File: src/rtl/clm_pkg.sv
package clm_pkg;

    // Per-input event information in the reference domain
    typedef struct packed {
        logic level;   // synchronized level of the monitored clock
        logic change;  // level differs from the previous reference cycle
        logic rise;    // 0 -> 1 transition seen this cycle
    } edge_info_t;

endpackage

File: src/rtl/clm_sync.sv
module clm_sync #(
    parameter int STAGES = 2
) (
    input  logic clk,
    input  logic rst_n,
    input  logic async_i,
    output logic sync_o
);
    logic [STAGES-1:0] chain_d, chain_q;

    generate
        if (STAGES == 1) begin : g_single
            always_comb chain_d = async_i;
        end else begin : g_multi
            always_comb chain_d = {chain_q[STAGES-2:0], async_i};
        end
    endgenerate

    always_ff @(posedge clk) begin
        if (!rst_n) chain_q <= '0;
        else        chain_q <= chain_d;
    end

    assign sync_o = chain_q[STAGES-1];
endmodule

File: src/rtl/clm_edge.sv
module clm_edge
    import clm_pkg::*;
(
    input  logic       clk,
    input  logic       rst_n,
    input  logic       level_i,
    output edge_info_t info_o
);
    logic prev_d, prev_q;

    always_comb begin
        prev_d        = level_i;
        info_o.level  = level_i;
        info_o.change = level_i ^ prev_q;
        info_o.rise   = level_i & ~prev_q;
    end

    always_ff @(posedge clk) begin
        if (!rst_n) prev_q <= 1'b0;
        else        prev_q <= prev_d;
    end
endmodule

File: src/rtl/clm_channel.sv
module clm_channel
    import clm_pkg::*;
#(
    parameter int TIMEOUT_CYC     = 20,
    parameter int RECOVER_PERIODS = 4
) (
    input  logic       clk,
    input  logic       rst_n,
    input  edge_info_t ev_i,
    output logic       bad_o
);
    localparam int TW = $clog2(TIMEOUT_CYC + 1);
    localparam int RW = $clog2(RECOVER_PERIODS + 1);
    localparam logic [TW-1:0] T_LIM  = TW'(TIMEOUT_CYC);
    localparam logic [TW-1:0] T_LAST = TW'(TIMEOUT_CYC - 1);
    localparam logic [RW-1:0] R_LIM  = RW'(RECOVER_PERIODS);
    localparam logic [RW-1:0] R_LAST = RW'(RECOVER_PERIODS - 1);

    typedef struct packed {
        logic [TW-1:0] timer;  // cycles since last level change, saturating
        logic [RW-1:0] rec;    // rising edges seen while flagged
        logic          bad;
    } ch_state_t;

    ch_state_t st_d, st_q;
    logic      timeout_hit;

    always_comb begin
        st_d        = st_q;
        timeout_hit = !ev_i.change && (st_q.timer == T_LAST);

        if (ev_i.change)          st_d.timer = '0;
        else if (st_q.timer != T_LIM) st_d.timer = st_q.timer + 1'b1;

        if (timeout_hit) begin
            st_d.bad = 1'b1;
            st_d.rec = '0;
        end else if (st_q.bad && ev_i.rise) begin
            if (st_q.rec == R_LAST) begin
                st_d.bad = 1'b0;
                st_d.rec = '0;
            end else begin
                st_d.rec = st_q.rec + 1'b1;
            end
        end
    end

    always_ff @(posedge clk) begin
        if (!rst_n) begin
            st_q.timer <= '0;
            st_q.rec   <= '0;
            st_q.bad   <= 1'b1;
        end else begin
            st_q <= st_d;
        end
    end

    assign bad_o = st_q.bad;

    // a saturated timer means the input is flagged
    a_r3_saturated_is_bad: assert property (@(posedge clk) disable iff (!rst_n)
        (st_q.timer == T_LIM) |-> st_q.bad);

    // a flag only rises after a full silent window
    a_r4_rise_needs_silence: assert property (@(posedge clk) disable iff (!rst_n)
        $rose(st_q.bad) |-> ($past(st_q.timer) == T_LAST));

    // a flag only drops on a synchronized rising edge
    a_r5_clear_on_rise: assert property (@(posedge clk) disable iff (!rst_n)
        $fell(st_q.bad) |-> $past(ev_i.rise));

    // recovery count stays in range and is idle when good
    a_r6_rec_in_range: assert property (@(posedge clk) disable iff (!rst_n)
        st_q.rec < R_LIM);
    a_r6_rec_idle_when_good: assert property (@(posedge clk) disable iff (!rst_n)
        !st_q.bad |-> (st_q.rec == '0));
endmodule

File: src/rtl/clk_loss_monitor.sv
module clk_loss_monitor
    import clm_pkg::*;
#(
    parameter int NUM_IN          = 2,
    parameter int TIMEOUT_CYC     = 20,
    parameter int RECOVER_PERIODS = 4,
    parameter int SYNC_STAGES     = 2
) (
    input  logic              clk_ref,
    input  logic              rst_n,
    input  logic [NUM_IN-1:0] mon_clk_i,
    output logic [NUM_IN-1:0] bad_o
);
    logic       [NUM_IN-1:0] level_s;
    edge_info_t              ev   [NUM_IN];

    generate
        for (genvar gi = 0; gi < NUM_IN; gi++) begin : g_in
            clm_sync #(.STAGES(SYNC_STAGES)) u_sync (
                .clk    (clk_ref),
                .rst_n  (rst_n),
                .async_i(mon_clk_i[gi]),
                .sync_o (level_s[gi])
            );
            clm_edge u_edge (
                .clk    (clk_ref),
                .rst_n  (rst_n),
                .level_i(level_s[gi]),
                .info_o (ev[gi])
            );
            clm_channel #(
                .TIMEOUT_CYC    (TIMEOUT_CYC),
                .RECOVER_PERIODS(RECOVER_PERIODS)
            ) u_chan (
                .clk  (clk_ref),
                .rst_n(rst_n),
                .ev_i (ev[gi]),
                .bad_o(bad_o[gi])
            );
        end
    endgenerate

    // flags are all set in the first cycle after reset
    a_r1_reset_bad: assert property (@(posedge clk_ref)
        !rst_n |=> (bad_o == '1));
endmodule

File: config.mk
export PLATFORM = sky130hd
export DESIGN_NAME = clk_loss_monitor
export DESIGN_NICKNAME = d
export VERILOG_FILES = /design/src/rtl/clm_pkg.sv /design/src/rtl/clm_sync.sv /design/src/rtl/clm_edge.sv /design/src/rtl/clm_channel.sv /design/src/rtl/clk_loss_monitor.sv
export SDC_FILE = /design/constraint.sdc
export NUM_CORES = 1
export LEC_CHECK = 0
export ABC_AREA = 1
export BUFFER_PORTS_ARGS = -buffer_cell sky130_fd_sc_hd__buf_2
export CORE_ASPECT_RATIO = 1.1
export CORE_UTILIZATION = 50
export DETAILED_ROUTE_END_ITERATION = 10
export PLACE_DENSITY = 0.7
export SYNTH_ARGS = -nofsm -noshare
export SYNTH_HDL_FRONTEND = slang
export SYNTH_SLANG_ARGS = --single-unit
File: constraint.sdc
create_clock -name clk_ref -period 1.1 [get_ports clk_ref]
set_input_delay 0.11 -clock clk_ref [delete_from_list [all_inputs] [get_ports clk_ref]]
set_output_delay 0.11 -clock clk_ref [all_outputs]
set_load 0.01 [all_outputs]
---- Word level (Yosys, flattened, before mapping) ----
Index checks and enable logic that the tools add are counted.
storage, ports and cells
  bits in registers ....................... 24
  bits in latches ......................... 0
  memory bits (writable) .................. 0
  memory bits (read-only) ................. 0
  input port bits ......................... 4
  output and inout port bits .............. 2
  logic and storage cells ................. 41
  memories kept ........................... 0
cells by class
  add/subtract/negate cells ............... 4
  multipliers ............................. 0
  divide/modulo/power cells ............... 0
  magnitude comparators ................... 0
  equality and inequality tests ........... 6
  shift operators ......................... 0
  muxes and demuxes ....................... 2
  bitwise gates (word level) .............. 7
  reduce and logical (&&, ||, !) cells .... 12
operators with widths
  cell                                                                   count
  5-bit by 1-bit adder with 5-bit output, second input constant          2
  5-bit equality test, second input constant                             2
  5-bit inequality test, second input constant                           2
  2-bit OR reduction                                                     4
  3-bit by 1-bit adder with 3-bit output, second input constant          2
  3-bit by 2-bit equality test with 1-bit output, second input constant  2
  3-bit two-way mux                                                      2
  1-bit logical AND                                                      4
  2-bit AND reduction                                                    2
  1-bit inverter                                                         3
  1-bit bitwise AND                                                      2
  1-bit logical NOT                                                      2
  1-bit bitwise XOR                                                      2

---- Depth between registers and ports, before layout ----
Gate-level depths: netlist of run 1.
  word-level depth ........................ 4
  gate-level depth with buffers ........... 8
  depth with buffers taken out ............ 8

---- Cells and area by module ----
A second synthesis of run 1 with hierarchy kept.
unflattened totals
  cells, all modules ...................... 170
  area, all modules ....................... 1246.2 µm²
by module, submodules not included
  module       instances  cells each  area an instance (µm²)  seq. area each (µm²)
  clm_channel  2          72          513.0                   180.2
  clm_edge     2          7           55.1                    20.0
  clm_sync     2          6           55.1                    40.0

---- Least setup slack after synthesis of run 1 ----
No wires, ideal clock.
  path type ............................... reg2reg
  from .................................... register g_in[0].u_edge.prev_q
  to ...................................... register g_in[0].u_chan.st_q[1] (netlist bit)
  library setup time ...................... 0.121 ns
  arrival time ............................ 0.926 ns
  data required time ...................... 0.979 ns
  slack ................................... 0.053 ns
  stages on the path, launching flop included .. 6
  buffers on the path ..................... 0
  clock period less this slack ............ 1.047 ns
  path through ............................ dfxtp_1 > inv_1 > ha_1 > nand3_1 > o21bai_1 > nor2_1
on the way
  cells in the longest elaborated chain, start to end .. 4
RTL lines
  element                              line               RTL
  start: declaration                   clm_edge.sv:9      logic prev_d, prev_q;
  start signal: assignment             clm_edge.sv:20     else prev_q <= prev_d;
  1-bit bitwise XOR                    clm_edge.sv:14     info_o.change = level_i ^ prev_q;
  1-bit logical NOT                    clm_channel.sv:30  timeout_hit = !ev_i.change && (st_q.timer == T_LAST);
  1-bit logical AND                    clm_channel.sv:30
  2-bit OR reduction (no source line)  -
  end signal: assignment               clm_channel.sv:54  st_q <= st_d;
  end: declaration                     clm_channel.sv:25  ch_state_t st_d, st_q;
Parallel ways exist; a longest one is shown, timed or not.
A chain may end at the register's enable or synchronous reset.

---- Final worst setup path of run 1 ----
  from .................................... register g_in[1].u_edge.prev_q
  to ...................................... register g_in[1].u_chan.st_q[7] (netlist bit)
on the way
  cells in the longest elaborated chain, start to end .. 2
RTL lines
  element                              line
  start: declaration                   clm_edge.sv:9
  start signal: assignment             clm_edge.sv:20
  1-bit bitwise XOR                    clm_edge.sv:14
  2-bit OR reduction (no source line)  -
  end signal: assignment               clm_channel.sv:54
  end: declaration                     clm_channel.sv:25
No other way between the ends.

==> results.py, run 1 <==
metrics = {
    "global_route": {
        "grt_pass1_wl_mm": 3.581,
        "grt_max_degree": 15,
        "grt_antenna_before_repair": 0,
        "grt-ovfl-total": 0,
        "grt_pass1_vias": 978,
        "track_usage": 0.2003,
    },
    "floorplanning": {
        "core_area_sq_mm": 0.002230,
        "fp-row-count": 18,
        "die_h_um": 52.90,
        "initial_core_util": 0.5281,
        "die-width_um": 48.27,
        "dieArea_sq_mm": 0.002553,
        "num_io_pins": 6,
    },
    "yosys": {
        "synth-seq-cells": 24,
        "netlist_instances": 170,
        "synth_area_sq_mm": 0.001177,
        "yosysWarnings": 0,
        "ys_seq_area_frac": 0.4081,
        "syn_avg_cell_area_sq_um": 6.926,
        "synth_nets": 182,
        "yosys.cell_types.count": 17,
    },
    "clock_tree": {
        "clockBufferDepth": 2,
        "cts_setup_buffers": 0,
        "cts.clk_slew.worst_paths_ns": 0.13,
        "clkSinkCount": 24,
        "cts_buffers": 3,
        "clock_latency_ns": 0.31,
        "h-tree-depth": 1,
        "cts_tree": "done",
        "cts_root_buffer": "clkbuf_4",
    },
    "sta": {
        "worst_pin_slew_ns": 0.2438,
        "setup_viol": 0,
        "hold_violations": 0,
        "rsz0062_at_grt": "true",
        "skew_ns": 0.003622,
        "min_period_ns": 1.043,
        "max_freq_mhz": 959.0,
        "tns_ns": 0,
        "fin_crit_sh": 0.9479,
        "drv_slew": 0,
        "hold-worst-slack_ns": 0.07921,
        "relSlewSlack": 0.8373,
    },
    "routing": {
        "drt.antenna.violating_nets": 0,
        "vias_per_cell": 4.797,
        "wl_per_cell_um": 10.33,
        "wl_mm": 2.189,
        "first_pass_iters": 4,
        "drc": 0,
        "first_iter_violations": 18,
        "vias": 1017,
    },
    "flow_run": {
        "drv_cap": 0,
    },
    "critical_path": {
        "end_kind": "register",
        "regToRegStartpoint": "g_in[1].u_edge.prev_q$_SDFF_PN0_",
        "critPathKind": "register to register",
        "critPathMaxFanout": 3,
        "r2r_slack_ns": 0.06,
        "crit_required_ns": 1.36,
        "timing.rr.end": "g_in[1].u_chan.st_q[7]$_SDFFE_PP0P_",
        "cp.arrival_ns": 1.30,
        "r2r.worst_path.cells": 6,
        "cp-start-kind": "register",
    },
    "place": {
        "hpwl_mm": 1.617,
        "place_congestion": 0.7371,
        "place_inst": 206,
        "io_buffers": 5,
    },
    "power": {
        "total_power_mw": 1.762,
        "ir_drop_mv": 1.080,
        "power_leakage_nw": 0.6857,
        "p_per_area_mw_per_mm2": 1226,
    },
    "layout": {
        "final_common_cell": "nand2_1",
        "stdcell_count": 212,
        "nets": 195,
        "antenna_cells": 0,
        "final_core_util": 0.6448,
        "drive_gt1_frac": 0.2912,
        "area_growth_pct": 22.10,
        "fillers": 179,
        "layout_common_cells": "32 x nand2_1, 30 x nor2_1, 24 x inv_1",
    },
    "hold_path": {
        "min_from": "rst_n",
        "hp-class": "input port to register",
        "holdPathEnd": "g_in[1].u_chan.bad_o$_SDFFE_PP1P_",
        "hold_path_depth": 2,
    },
    "run_status": {
        "status": "completed",
    },
}
## worst max-delay path by stage
stage          cells after the start                                start  slack (ns)                                   to
3_5_place_dp                       5     g_in[1].u_edge.prev_q$_SDFF_PN0_       -0.05  g_in[1].u_chan.st_q[1]$_SDFFE_PP0P_
3_3_place_gp                       8  g_in[1].u_chan.st_q[4]$_SDFFE_PP0P_        0.01  g_in[1].u_chan.st_q[5]$_SDFFE_PP0P_
6_report                           6     g_in[1].u_edge.prev_q$_SDFF_PN0_        0.06  g_in[1].u_chan.st_q[7]$_SDFFE_PP0P_
2_1_floorplan                      5     g_in[0].u_edge.prev_q$_SDFF_PN0_        0.05  g_in[0].u_chan.st_q[1]$_SDFFE_PP0P_
4_1_cts                            5     g_in[0].u_edge.prev_q$_SDFF_PN0_       0.001  g_in[0].u_chan.st_q[2]$_SDFFE_PP0P_
5_1_grt                            6     g_in[1].u_edge.prev_q$_SDFF_PN0_       -0.02  g_in[1].u_chan.st_q[7]$_SDFFE_PP0P_
## synthesized netlist by cell type, drive strengths merged
cell / n / area share
dfxtp: 24 / 0.41
inv: 36 / 0.11
o21ai: 4 / 0.017
nand3: 12 / 0.051
nand4: 2 / 0.011
ha: 8 / 0.085
o21bai: 2 / 0.013
xnor2: 1 / 0.0074
nor2: 34 / 0.12
nand2: 40 / 0.14
a21oi: 4 / 0.017
buf: 3 / 0.019
## worst max-delay path: stages, from the launching register on
cell and delay, ns:
dfxtp_2 0.34, inv_1 0.05, ha_4 0.28, nand2_2 0.06
inv_2 0.08, nand3_1 0.09, nor2_1 0.10
## area by class of cell
class / instances / area, sq um / area share
Tap cell: 30 / 37.54 / 0.02611
Timing Repair Buffer: 11 / 75.07 / 0.05222
Clock buffer: 3 / 22.52 / 0.01567
Inverter: 36 / 137.6 / 0.09574
Multi-Input combinational cell: 107 / 646.9 / 0.4500
Clock inverter: 1 / 30.03 / 0.02089
Sequential cell: 24 / 488.0 / 0.3394
## per-stage QoR
stage                     worst slack, ns  instance area (sq um)
after floorplan                   0.05257                   1177
after global placement            0.01021                   1247
after detailed placement         -0.05022                   1247
after CTS                        0.001476                   1360
after global routing             -0.01779                   1438
final                             0.05729                   1438
## per-layer routing
layer  global-route usage  routed length [um]  vias up
met4              0.09722                  19        0
met2               0.3689                1166       14
li1                     -                   -      532
met3              0.03072                  53        2
met1               0.2068                 950      469
met5                    0                   0        -
## registers in the layout, indices dropped and copies added, names as in the netlist
name / flops
g_in.u_chan.st_q: 16
g_in.u_chan.bad_o: 2
g_in.u_sync.chain_q: 4
g_in.u_edge.prev_q: 2
## report_power, final
part	internal [mW]	total [mW]	switching (mW)	leakage (nW)
registers	0.905	0.937	0.0320	0.198
clock network	0.368	0.623	0.255	0.0279
logic	0.0942	0.202	0.108	0.460
## repair_timing
item / in CTS / in global routing
endpoints found under the setup margin: 8 / 15
endpoints found under the hold margin: 2 / 0
hold buffers: 2 / 0
pin swaps: 4 / 7
gates resized for setup: 9 / 28
## cells by family (layout without fill, tap and decap cells)
group           count (synthesis)  after routing  share of synthesized area
compound gates                 10             10                    0.04676
simple gates                   88             88                     0.3188
buf+inv                        39             51                     0.1339
flops                          24             24                     0.4081
xor+xnor                        1              1                   0.007440
fa+ha+maj                       8              8                    0.08502
Power figures use the tool's default switching activity.
==> run 2: changes to the inputs <==
- SYNTH_HIERARCHICAL: default -> 1
==> run 2 against run 1 <==
Via count fell by 6.6%; cell area increased by 3.0%; critical path depth rose by 1; worst hold slack gained 0.056 ns; power decreased by 12%; setup slack got worse by 0.032 ns; sequential share of layout area decreased by 0.55 points; cell count unchanged; die area is 4.4% higher; non-clock buffer count rose by 2; critical path type unchanged; largest power group unchanged.
==> results.py, run 2 <==
metrics = {
    "sta": {
        "hold_violations": 0,
        "hold-worst-slack_ns": 0.1347,
        "rsz0062_at_grt": "true",
        "fin_crit_sh": 0.9767,
        "min_period_ns": 1.074,
        "setup_viol": 0,
        "drv_slew": 0,
        "worst_pin_slew_ns": 0.3056,
        "relSlewSlack": 0.7960,
        "max_freq_mhz": 930.8,
        "skew_ns": 0.006693,
    },
    "layout": {
        "final_common_cell": "nand2_1",
        "regMostFlops": "g_in.u_chan/st_q",
        "drive_gt1_frac": 0.3571,
        "antenna_cells": 0,
        "largest_reg_flops": 16,
        "final_core_util": 0.6443,
        "largestRegisters": "g_in.u_chan/st_q (16), g_in.u_sync/chain_q (4)",
        "fin_area_sq_mm": 0.001480,
        "area_growth_pct": 20.22,
        "layout_common_cells": "30 x nand2_1, 24 x nor2_1, 22 x inv_1",
        "nets": 196,
    },
    "power": {
        "internal_power_mw": 1.141,
        "clockPowerShare": 0.240,
        "switching_power_mw": 0.4026,
        "total_power_mw": 1.543,
        "ir_drop_mv": 0.7331,
        "power_leakage_nw": 0.7116,
        "combPwrFrac": 0.147,
        "swShare": 0.2608,
        "p_per_area_mw_per_mm2": 1043,
        "seqPwrFrac": 0.613,
    },
    "global_route": {
        "grt_pass1_wl_mm": 3.008,
        "grt-ovfl-total": 0,
        "grt_max_degree": 13,
        "grt_antenna_before_repair": 0,
        "track_usage": 0.1521,
        "grt_pass1_vias": 768,
    },
    "floorplanning": {
        "die-width_um": 49.31,
        "core_area_sq_mm": 0.002297,
        "fp-row-count": 18,
        "initial_core_util": 0.5359,
        "num_io_pins": 6,
        "die_h_um": 54.05,
        "dieArea_sq_mm": 0.002665,
    },
    "critical_path": {
        "critPathMaxFanout": 4,
        "cp_slowest_cell": "dfxtp_2",
        "slowest_delay_ns": 0.35,
        "critPathKind": "register to register",
        "cp-start-kind": "register",
        "end_kind": "register",
        "crit_required_ns": 1.35,
        "cp_common_cell": "inv_2",
        "r2r_slack_ns": 0.03,
        "crit_chain": "inv_2 > ha_4 > inv_4 > inv_2 > nand2_4 > buf_4 > a21oi_2",
        "cp.arrival_ns": 1.32,
    },
    "run_status": {
        "status": "completed",
    },
    "clock_tree": {
        "clockBufferDepth": 2,
        "h-tree-depth": 1,
        "cts_tree": "done",
        "cts.clk_slew.worst_paths_ns": 0.13,
        "cts_root_buffer": "clkbuf_4",
        "clkSinkCount": 24,
        "cts_buffers": 3,
        "clock_latency_ns": 0.30,
    },
    "routing": {
        "first_pass_iters": 4,
        "first_iter_violations": 19,
        "drc": 0,
        "drt.antenna.violating_nets": 0,
        "vias": 950,
        "vias_per_cell": 4.481,
        "wl_per_cell_um": 9.382,
        "wl_mm": 1.989,
    },
    "hold_path": {
        "hp-class": "input port to register",
    },
    "yosys": {
        "synth_area_sq_mm": 0.001231,
        "syn_avg_cell_area_sq_um": 7.328,
        "netlist_instances": 168,
        "yosysWarnings": 6,
        "synth_nets": 180,
    },
    "place": {
        "place_area_sq_mm": 0.001301,
        "hpwl_mm": 1.385,
        "place_congestion": 0.7350,
        "io_buffers": 5,
    },
    "flow_run": {
        "drv_cap": 0,
    },
}
-- run 2: per-stage QoR --
step | cells | setup slack, ns | setup TNS [ns]
2_1_floorplan | 168 | 0.05468 | 0
3_3_place_gp | 205 | -0.02015 | -0.03837
3_5_place_dp | 205 | -0.06585 | -0.1682
4_1_cts | 211 | -0.003267 | -0.003267
5_1_grt | 212 | -0.04444 | -0.3589
6_report | 212 | 0.02568 | 0
-- run 2: power by group through the flow --
stage               clock [mW]  combinational [mW]  sequential, mW
finish                   0.370               0.227           0.946
global route             0.421               0.256           0.952
CTS                      0.395               0.180           0.933
detailed placement           0               0.164           0.949
global placement             0               0.157           0.947
floorplan                    0               0.129           0.939
-- run 2: per-layer routing --
layer  vias to the layer above  wire [um]  GRT usage
met3                         2         35    0.02542
met5                         -          0          0
met2                         7       1048     0.2580
met1                       409        891     0.1845
met4                         0         15    0.08824
li1                        532          -          -
-- run 2: final timing paths --
| check | to | from | depth (start not counted) |
|---|---|---|---|
| max | g_in[1].u_chan/st_q[6]$_SDFFE_PP0P_ | g_in[1].u_edge/prev_q$_SDFF_PN0_ | 7 |
| min reg2reg | g_in[0].u_sync/chain_q[1]$_SDFF_PN0_ | g_in[0].u_sync/chain_q[0]$_SDFF_PN0_ | 2 |
| max reg2reg | g_in[1].u_chan/st_q[6]$_SDFFE_PP0P_ | g_in[1].u_edge/prev_q$_SDFF_PN0_ | 7 |
| min | g_in[0].u_chan/bad_o$_SDFFE_PP1P_ | rst_n | 2 |
-- run 2: critical path: cells and delay by family (launching register included) --
| family | cells | cell delay [ns] |
|---|---|---|
| buffers and inverters | 4 | 0.27 |
| and+or+nand+nor | 1 | 0.05 |
| adders and majority gates | 1 | 0.26 |
| AOI/OAI and AO/OA | 1 | 0.08 |
| DFF | 1 | 0.35 |
-- run 2: cell type report --
cell class,count,area [sq um]
fill,196,817.0
inverter,38,150.1
timing repair buffer,13,90.09
tap,30,37.54
clock buffer,3,22.52
sequential,24,494.2
multi-input combinational,104,685.7
-- run 2: what timing repair did --
| action | CTS | global route |
|---|---|---|
| setup buffers | 1 | 1 |
| hold buffers | 2 | 0 |
| resized for setup | 9 | 35 |
| pin swaps | 1 | 8 |
| hold endpoints to repair | 2 | 0 |
| endpoints found under the setup margin | 10 | 14 |
| cloned | 0 | 0 |
